===== src/rtl/gpio_port_pkg.sv =====
`timescale 1ns/1ps
package gpio_port_pkg;
  localparam int ADDR_W = 2;
  typedef enum logic [ADDR_W-1:0] {
    SEL_DIR = 2'd0,
    SEL_LVL = 2'd1,
    SEL_PIN = 2'd2,
    SEL_NONE = 2'd3
  } sel_e;
endpackage


===== src/rtl/gpio_port_regs.sv =====
`timescale 1ns/1ps
module gpio_port_regs
  import gpio_port_pkg::*;
#(
  parameter int WIDTH  = 8,
  parameter int DATA_W = 8
) (
  input  logic              clk,
  input  logic              rst,
  input  logic [ADDR_W-1:0] addr,
  input  logic              wr_en,
  input  logic [DATA_W-1:0] wr_data,
  output logic [WIDTH-1:0]  dir_q,
  output logic [WIDTH-1:0]  lvl_q
);
  always_ff @(posedge clk) begin
    if (rst) begin
      dir_q <= '0;
      lvl_q <= '0;
    end else if (wr_en) begin
      case (sel_e'(addr))
        SEL_DIR: dir_q <= wr_data[WIDTH-1:0];
        SEL_LVL: lvl_q <= wr_data[WIDTH-1:0];
        default: ;
      endcase
    end
  end
endmodule


===== src/rtl/gpio_port_sync.sv =====
`timescale 1ns/1ps
module gpio_port_sync #(
  parameter int WIDTH  = 8,
  parameter int STAGES = 2
) (
  input  logic             clk,
  input  logic             rst,
  input  logic [WIDTH-1:0] raw,
  output logic [WIDTH-1:0] synced
);
  logic [WIDTH-1:0] stage_q [STAGES];

  always_ff @(posedge clk) begin
    if (rst) stage_q[0] <= '0;
    else     stage_q[0] <= raw;
  end

  for (genvar s = 1; s < STAGES; s++) begin : g_stage
    always_ff @(posedge clk) begin
      if (rst) stage_q[s] <= '0;
      else     stage_q[s] <= stage_q[s-1];
    end
  end

  assign synced = stage_q[STAGES-1];
endmodule


===== src/rtl/gpio_port_pad.sv =====
`timescale 1ns/1ps
module gpio_port_pad #(
  parameter int WIDTH = 8
) (
  input  logic             clk,
  input  logic             rst,
  input  logic [WIDTH-1:0] dir_q,
  input  logic [WIDTH-1:0] lvl_q,
  output logic [WIDTH-1:0] pad_oe,
  output logic [WIDTH-1:0] pad_out,
  output logic [WIDTH-1:0] pad_pu
);
  for (genvar i = 0; i < WIDTH; i++) begin : g_pin
    always_ff @(posedge clk) begin
      if (rst) begin
        pad_oe[i]  <= 1'b0;
        pad_out[i] <= 1'b0;
        pad_pu[i]  <= 1'b0;
      end else begin
        pad_oe[i]  <= dir_q[i];
        pad_out[i] <= dir_q[i] & lvl_q[i];
        pad_pu[i]  <= ~dir_q[i] & lvl_q[i];
      end
    end
  end
endmodule


===== src/rtl/gpio_port.sv =====
`timescale 1ns/1ps
module gpio_port
  import gpio_port_pkg::*;
#(
  parameter int WIDTH  = 8,
  parameter int DATA_W = 8
) (
  input  logic              clk,
  input  logic              rst,
  input  logic [ADDR_W-1:0] addr,
  input  logic              wr_en,
  input  logic [DATA_W-1:0] wr_data,
  output logic [DATA_W-1:0] rd_data,
  input  logic [WIDTH-1:0]  pin_in,
  output logic [WIDTH-1:0]  pad_oe,
  output logic [WIDTH-1:0]  pad_out,
  output logic [WIDTH-1:0]  pad_pu
);
  localparam int SYNC_STAGES = 2;

  logic [WIDTH-1:0]  dir_q;
  logic [WIDTH-1:0]  lvl_q;
  logic [WIDTH-1:0]  pin_sync;
  logic [DATA_W-1:0] rd_next;

  gpio_port_regs #(.WIDTH(WIDTH), .DATA_W(DATA_W)) u_regs (
    .clk(clk), .rst(rst), .addr(addr), .wr_en(wr_en), .wr_data(wr_data),
    .dir_q(dir_q), .lvl_q(lvl_q)
  );

  gpio_port_sync #(.WIDTH(WIDTH), .STAGES(SYNC_STAGES)) u_sync (
    .clk(clk), .rst(rst), .raw(pin_in), .synced(pin_sync)
  );

  gpio_port_pad #(.WIDTH(WIDTH)) u_pad (
    .clk(clk), .rst(rst), .dir_q(dir_q), .lvl_q(lvl_q),
    .pad_oe(pad_oe), .pad_out(pad_out), .pad_pu(pad_pu)
  );

  // Readback: narrow values are zero-extended to the bus width.
  always_comb begin
    rd_next = '0;
    case (sel_e'(addr))
      SEL_DIR: rd_next[WIDTH-1:0] = dir_q;
      SEL_LVL: rd_next[WIDTH-1:0] = lvl_q;
      SEL_PIN: rd_next[WIDTH-1:0] = pin_sync;
      default: rd_next = '0;
    endcase
  end

  always_ff @(posedge clk) begin
    if (rst) rd_data <= '0;
    else     rd_data <= rd_next;
  end
endmodule


===== config.mk =====
export PLATFORM = sky130hd
export DESIGN_NAME = gpio_port
export DESIGN_NICKNAME = d
export VERILOG_FILES = /design/src/rtl/gpio_port_pkg.sv /design/src/rtl/gpio_port_regs.sv /design/src/rtl/gpio_port_sync.sv /design/src/rtl/gpio_port_pad.sv /design/src/rtl/gpio_port.sv
export SDC_FILE = /design/constraint.sdc
export NUM_CORES = 1
export LEC_CHECK = 0
export BUFFER_PORTS_ARGS = -buffer_cell sky130_fd_sc_hd__buf_2
export CAP_MARGIN = 20
export CORE_MARGIN = 2
export CORE_UTILIZATION = 56
export DETAILED_ROUTE_END_ITERATION = 8
export GPL_TIMING_DRIVEN = 0
export PLACE_DENSITY = 0.85
export SLEW_MARGIN = 20
export SYNTH_ARGS = -nofsm -noshare
export SYNTH_HDL_FRONTEND = slang
export SYNTH_HIERARCHICAL = 1
export SYNTH_SLANG_ARGS = --single-unit

===== constraint.sdc =====
create_clock -name clk -period 2.37 [get_ports clk]
set_input_delay 0.237 -clock clk [delete_from_list [all_inputs] [get_ports clk]]
set_output_delay 0.237 -clock clk [all_outputs]
set_load 0.02 [all_outputs]

# [Word level (Yosys, flattened, before mapping)]
# Memories as Yosys holds them, arrays and structs flattened.
# Cells that the tools add are included.
# W data, S select, Z words.
[op_classes] bitwise=26 reduce_logical=3 muxes=6 n_eq_ne=2
[op_table] operator="$pmux W8 S3" n=1
[op_table] operator="$and A1 B1 Y1" n=16
[op_table] operator="$mux W8" n=2
[op_table] operator="$not A1 Y1" n=8
[op_table] operator="$reduce_and A2 Y1" n=2
[op_table] operator="$mux W1" n=3
[op_table] operator="$eq A2 B1 Y1 const B" n=1
[op_table] operator="$eq A2 B2 Y1 const B" n=1
[op_table] operator="$logic_not A2 Y1" n=1
[op_table] operator="$or A1 B1 Y1" n=2
[word_totals] memories=1 in_bits=21 output_inout_bits=32 ramBits=16 regBits=48 elab_cells=65
[mem_list] name="u_sync.stage_q" words=2 word_bits=8 rd=2 rd_ports_with_merged_regs=0 write_ports=2 line_no="gpio_port_sync.sv:11" source="logic [WIDTH-1:0] stage_q [STAGES];"

# [Logic depth before layout (Yosys ltp)]
[logic_depth] word_depth=3 mapped_depth=4 mapped_depth_nobuf=3

# [Cells and area by module]
# Netlist, hierarchy kept.
[by_module_without_submodules] module="gpio_port_pad" n_inst=1 cells_each=50 area_per_inst_um2=685.7 seq_area_each_um2=480.5
[by_module_without_submodules] module="gpio_port_regs" n_inst=1 cells_each=64 area_per_inst_um2=684.4 seq_area_each_um2=320.3
[by_module_without_submodules] module="gpio_port_sync" n_inst=1 cells_each=33 area_per_inst_um2=464.2 seq_area_each_um2=320.3
[by_module_without_submodules] module="gpio_port" n_inst=1 cells_each=45 area_per_inst_um2=411.6 seq_area_each_um2=160.2

# [Worst setup path before layout]
# No wires, ideal clock.
[synth_timing] kind="in2reg" from="in addr[0]" to="reg u_regs.dir_q[3]" path_buffers=1 setup_slack_ps=1403 required_ps=2251 path_stages=3 setup_ps=119 arrival_time_ps=847 cell_sequence="or3b_1 buf_2 mux2i_1"
[synth_between] elab_chain_len=2
[synth_lines] item="from (decl)" line_no="gpio_port.sv:10" source="input logic [ADDR_W-1:0] addr,"
[synth_lines] item="$logic_not A2 Y1" line_no="gpio_port_regs.sv:21" source="case (sel_e'(addr))"
[synth_lines] item="$reduce_and A2 Y1 (no line)"
[synth_lines] item="to (signal assigned)" line_no="gpio_port_regs.sv:22" source="SEL_DIR: dir_q <= wr_data[WIDTH-1:0];"
[synth_lines] item="to (decl)" line_no="gpio_port_regs.sv:13" source="output logic [WIDTH-1:0] dir_q,"
# No other way between the ends.
# A chain may end at the register's enable or synchronous reset.

# [Worst setup path in the final report]
[layout_timing] from="reg u_pad.pad_oe[4]" to="out pad_oe[4]"
[layout_lines] item="from (decl)" line_no="gpio_port_pad.sv:9" source="output logic [WIDTH-1:0] pad_oe,"
[layout_lines] item="from (signal, indexed assignment)" line_no="gpio_port_pad.sv:20" source="pad_oe[i] <= dir_q[i];"
[layout_lines] item="to (decl)" line_no="gpio_port.sv:15" source="output logic [WIDTH-1:0] pad_oe,"
# No word-level cell between the ends.

==> run_results.csv <==
group,metric,value,unit
synth,ys_seq_area_share,57.0,%
sta,fin_setup_tns,0,ns
synth,synth-simple-area-share,26.9,%
routing,via_count,1526,
cts,postCtsSetupBuffers,0,
synth,yosys_register_bits,64,
run,cap_violations,0,
status,status,"complete, no violations",
routing,drt_iter0_markers,99,
power,ir_worst_vdd,0.000838,V
sta,drv_slew,0,
global_routing,grt_pass1_vias,1332,
synth,synth_xor_area_share,0,%
synth,synth_warnings,6,
layout,syn_to_final_growth,24.9,%
cts,cts_max_level,3,
floorplan,io_pins,53,
sta,hold_viol,0,
cts,clk_pin_slew,0.06,ns
synth,netlist_area,0.00225,mm^2
sta,holdWs,0.108,ns
cts,clk_root_buffer_cell,"clkbuf_8",
routing,drc,0,
power,power_density,824,mW/mm^2
setup_path,reg2reg_depth,3,
layout,final_nets,276,
global_routing,grt_overflow_total,0,
setup_path,critPathLaunchType,"register",
cts,insertion_delay,0.34,ns
cts,cts_sinks,64,
global_routing,grt_max_degree,21,
floorplan,die_h,67.3,um
setup_path,cp-end-kind,"output pin",
routing,drtAntennaViolNets,0,
routing,wl_per_cell,13.1,um
cts,clockBufferDepth,2,
setup_path,crit_fanout,1,
setup_path,worstPathCellList,"buf_2",
sta,max_slew_margin,66.1,%
hold_path,min_to,"u_sync/stage_q[0][3]",
sta,tightest_slew,0.506,ns
setup_path,ff2ff_setup_slack,1.38,ns
sta,fmax,0.960,GHz
floorplan,die-area,0.00453,mm^2
synth,synth_nets,213,
synth,postSynthAreaPerCell,11.7,um^2
setup_path,r2r-end,"rd_data[6]",
synth,yosysUniqueCellTypes,19,
synth,muxShareOfSynthArea,7.13,%
placement,placed_cells,294,
hold_path,whs_path_depth,2,
layout,layout_commonest_cell,"dfxtp_1",
routing,drt-pass1-iter-count,4,
routing,via_per_inst,4.92,
sta,fin_crit,1.04,ns
setup_path,crit_family,"flip-flops",
global_routing,grt_pass1_wl,6.27,mm
floorplan,initial_utilization,57.0,%
layout,diodes,0,
routing,totalWireLength,4.05,mm
power,p_leak,1.28,nW
synth,syn-instance-count,192,
cts,cts_buffers,9,
layout,mostFrequentLayoutCells,"dfxtp_1, buf_2, nand2b_1, nor2b_1",
sta,period_share,43.9,%
setup_path,critPathMaxStageDelay,0.31,ns
layout,layout-drive-gt1-share,35.4,%
floorplan,rows,23,
hold_path,min_path_type,"primary input to register",
layout,n_fill_cell,285,
synth,synth_top_family_by_area,"simple AND/OR/NAND/NOR gates",
floorplan,dieWidth,67.3,um
global_routing,grtUsageTotal,19.9,%
setup_path,path_buf_inv,1,
floorplan,core_area,0.00394,mm^2
setup_path,arrival,0.80,ns
layout,layout.cells.non_filler,310,
sta,fin_worst_skew,0.00450,ns
placement,dp_hpwl,2.72,mm
sta,setup_viol,0,
synth,synth_compound_area_share,5.35,%
placement,port_buffers,52,
setup_path,worst-setup-path-type,"register to output pin",
setup_path,critPathRequiredTime,2.13,ns
sta,rsz0062_at_grt,"false",
hold_path,hp-start,"pin_in[3]",
cts,cts_tree,"built",
synth,synthAdderAreaFrac,0,%
global_routing,grt_antenna_before_repair,0,
cts,cts_hold_buf,0,
setup_path,r2r_start,"u_regs/dir_q[6]",
placement,place_congestion,0.829,
cts,cts_resized,0,
setup_path,critPathSlowestCell,"dfxtp_1",
-- layer usage --
metal	share of wire [%]	global-route usage (%)	up-vias
met5	0	0	-
met4	2.4	11.7	0
met3	6.5	9.00	11
met2	46	30.4	45
met1	45	22.8	703
li1	-	-	767
-- registers in the layout, summed over array words and instances, names as in the netlist --
register and flops:
rd_data 8, u_pad/pad_oe 8, u_pad/pad_out 8, u_pad/pad_pu 8, u_regs/dir_q 8, u_regs/lvl_q 8, u_sync/stage_q 16
-- stage by stage --
stage	util [%]	cell area [um^2]	setup slack [ns]	total power, mW
after CTS	71.2	2810	1.31	2.33
final	71.2	2810	1.33	2.31
after global routing	71.2	2810	1.28	2.39
after global placement	65.2	2570	1.09	1.30
after detailed placement	65.2	2570	1.05	1.30
after floorplan	-	2250	1.40	1.25
-- logic make-up after synthesis --
kind of cell	count (synthesis)
and+or+nand+nor	84
DFF	64
AOI/OAI and AO/OA	16
muxes	16
buffers and inverters	12
-- how the worst max path moves through the flow --
stage,cells past startpoint,to,startpoint,slack (ns)
6_report,1,pad_oe[4],u_pad/pad_oe[4],1.33
5_1_grt,1,rd_data[6],rd_data[6],1.28
4_1_cts,1,pad_oe[4],u_pad/pad_oe[4],1.31
3_5_place_dp,4,u_regs/dir_q[1],rst,1.05
3_3_place_gp,4,u_regs/dir_q[0],rst,1.09
2_1_floorplan,3,u_regs/dir_q[3],addr[0],1.40
-- cell usage after synthesis --
| library cell | count | area share [%] |
|---|---|---|
| or3b_1 | 1 | 0.39 |
| nand3b_1 | 1 | 0.33 |
| nor3b_2 | 1 | 0.56 |
| buf_1 | 1 | 0.17 |
| nor2b_1 | 19 | 5.3 |
| and3b_2 | 2 | 0.89 |
| nor2b_2 | 7 | 2.7 |
| mux2i_1 | 16 | 7.1 |
| dfxtp_1 | 64 | 57 |
| clkbuf_2 | 1 | 0.22 |
| nand2b_1 | 32 | 8.9 |
| buf_2 | 1 | 0.22 |
| nor3b_1 | 8 | 2.7 |
| and2b_2 | 6 | 2.3 |
| a211oi_1 | 16 | 5.3 |
| clkbuf_1 | 3 | 0.50 |
| and3b_1 | 7 | 2.7 |
| buf_6 | 3 | 1.5 |
| buf_4 | 3 | 1.0 |
-- cell type report --
cell class                      count  area [um^2]  share of cell area, %
Multi-Input combinational cell    116          883                   31.5
Clock buffer                       15          206                   7.36
Buffer                             12         81.3                   2.90
Tap cell                           50         62.6                   2.23
Timing Repair Buffer               52          260                   9.28
Clock inverter                      1         30.0                   1.07
Sequential cell                    64         1280                   45.7
-- power breakdown --
group          internal [mW]  leakage (nW)  total [mW]  switching [mW]
Clock                  0.658         0.122        1.03           0.374
Sequential              1.11         0.522        1.13          0.0148
Combinational         0.0727         0.640       0.153          0.0802
Total                   1.84          1.28        2.31           0.469
Note: power is estimated with default switching activity, not from simulation.
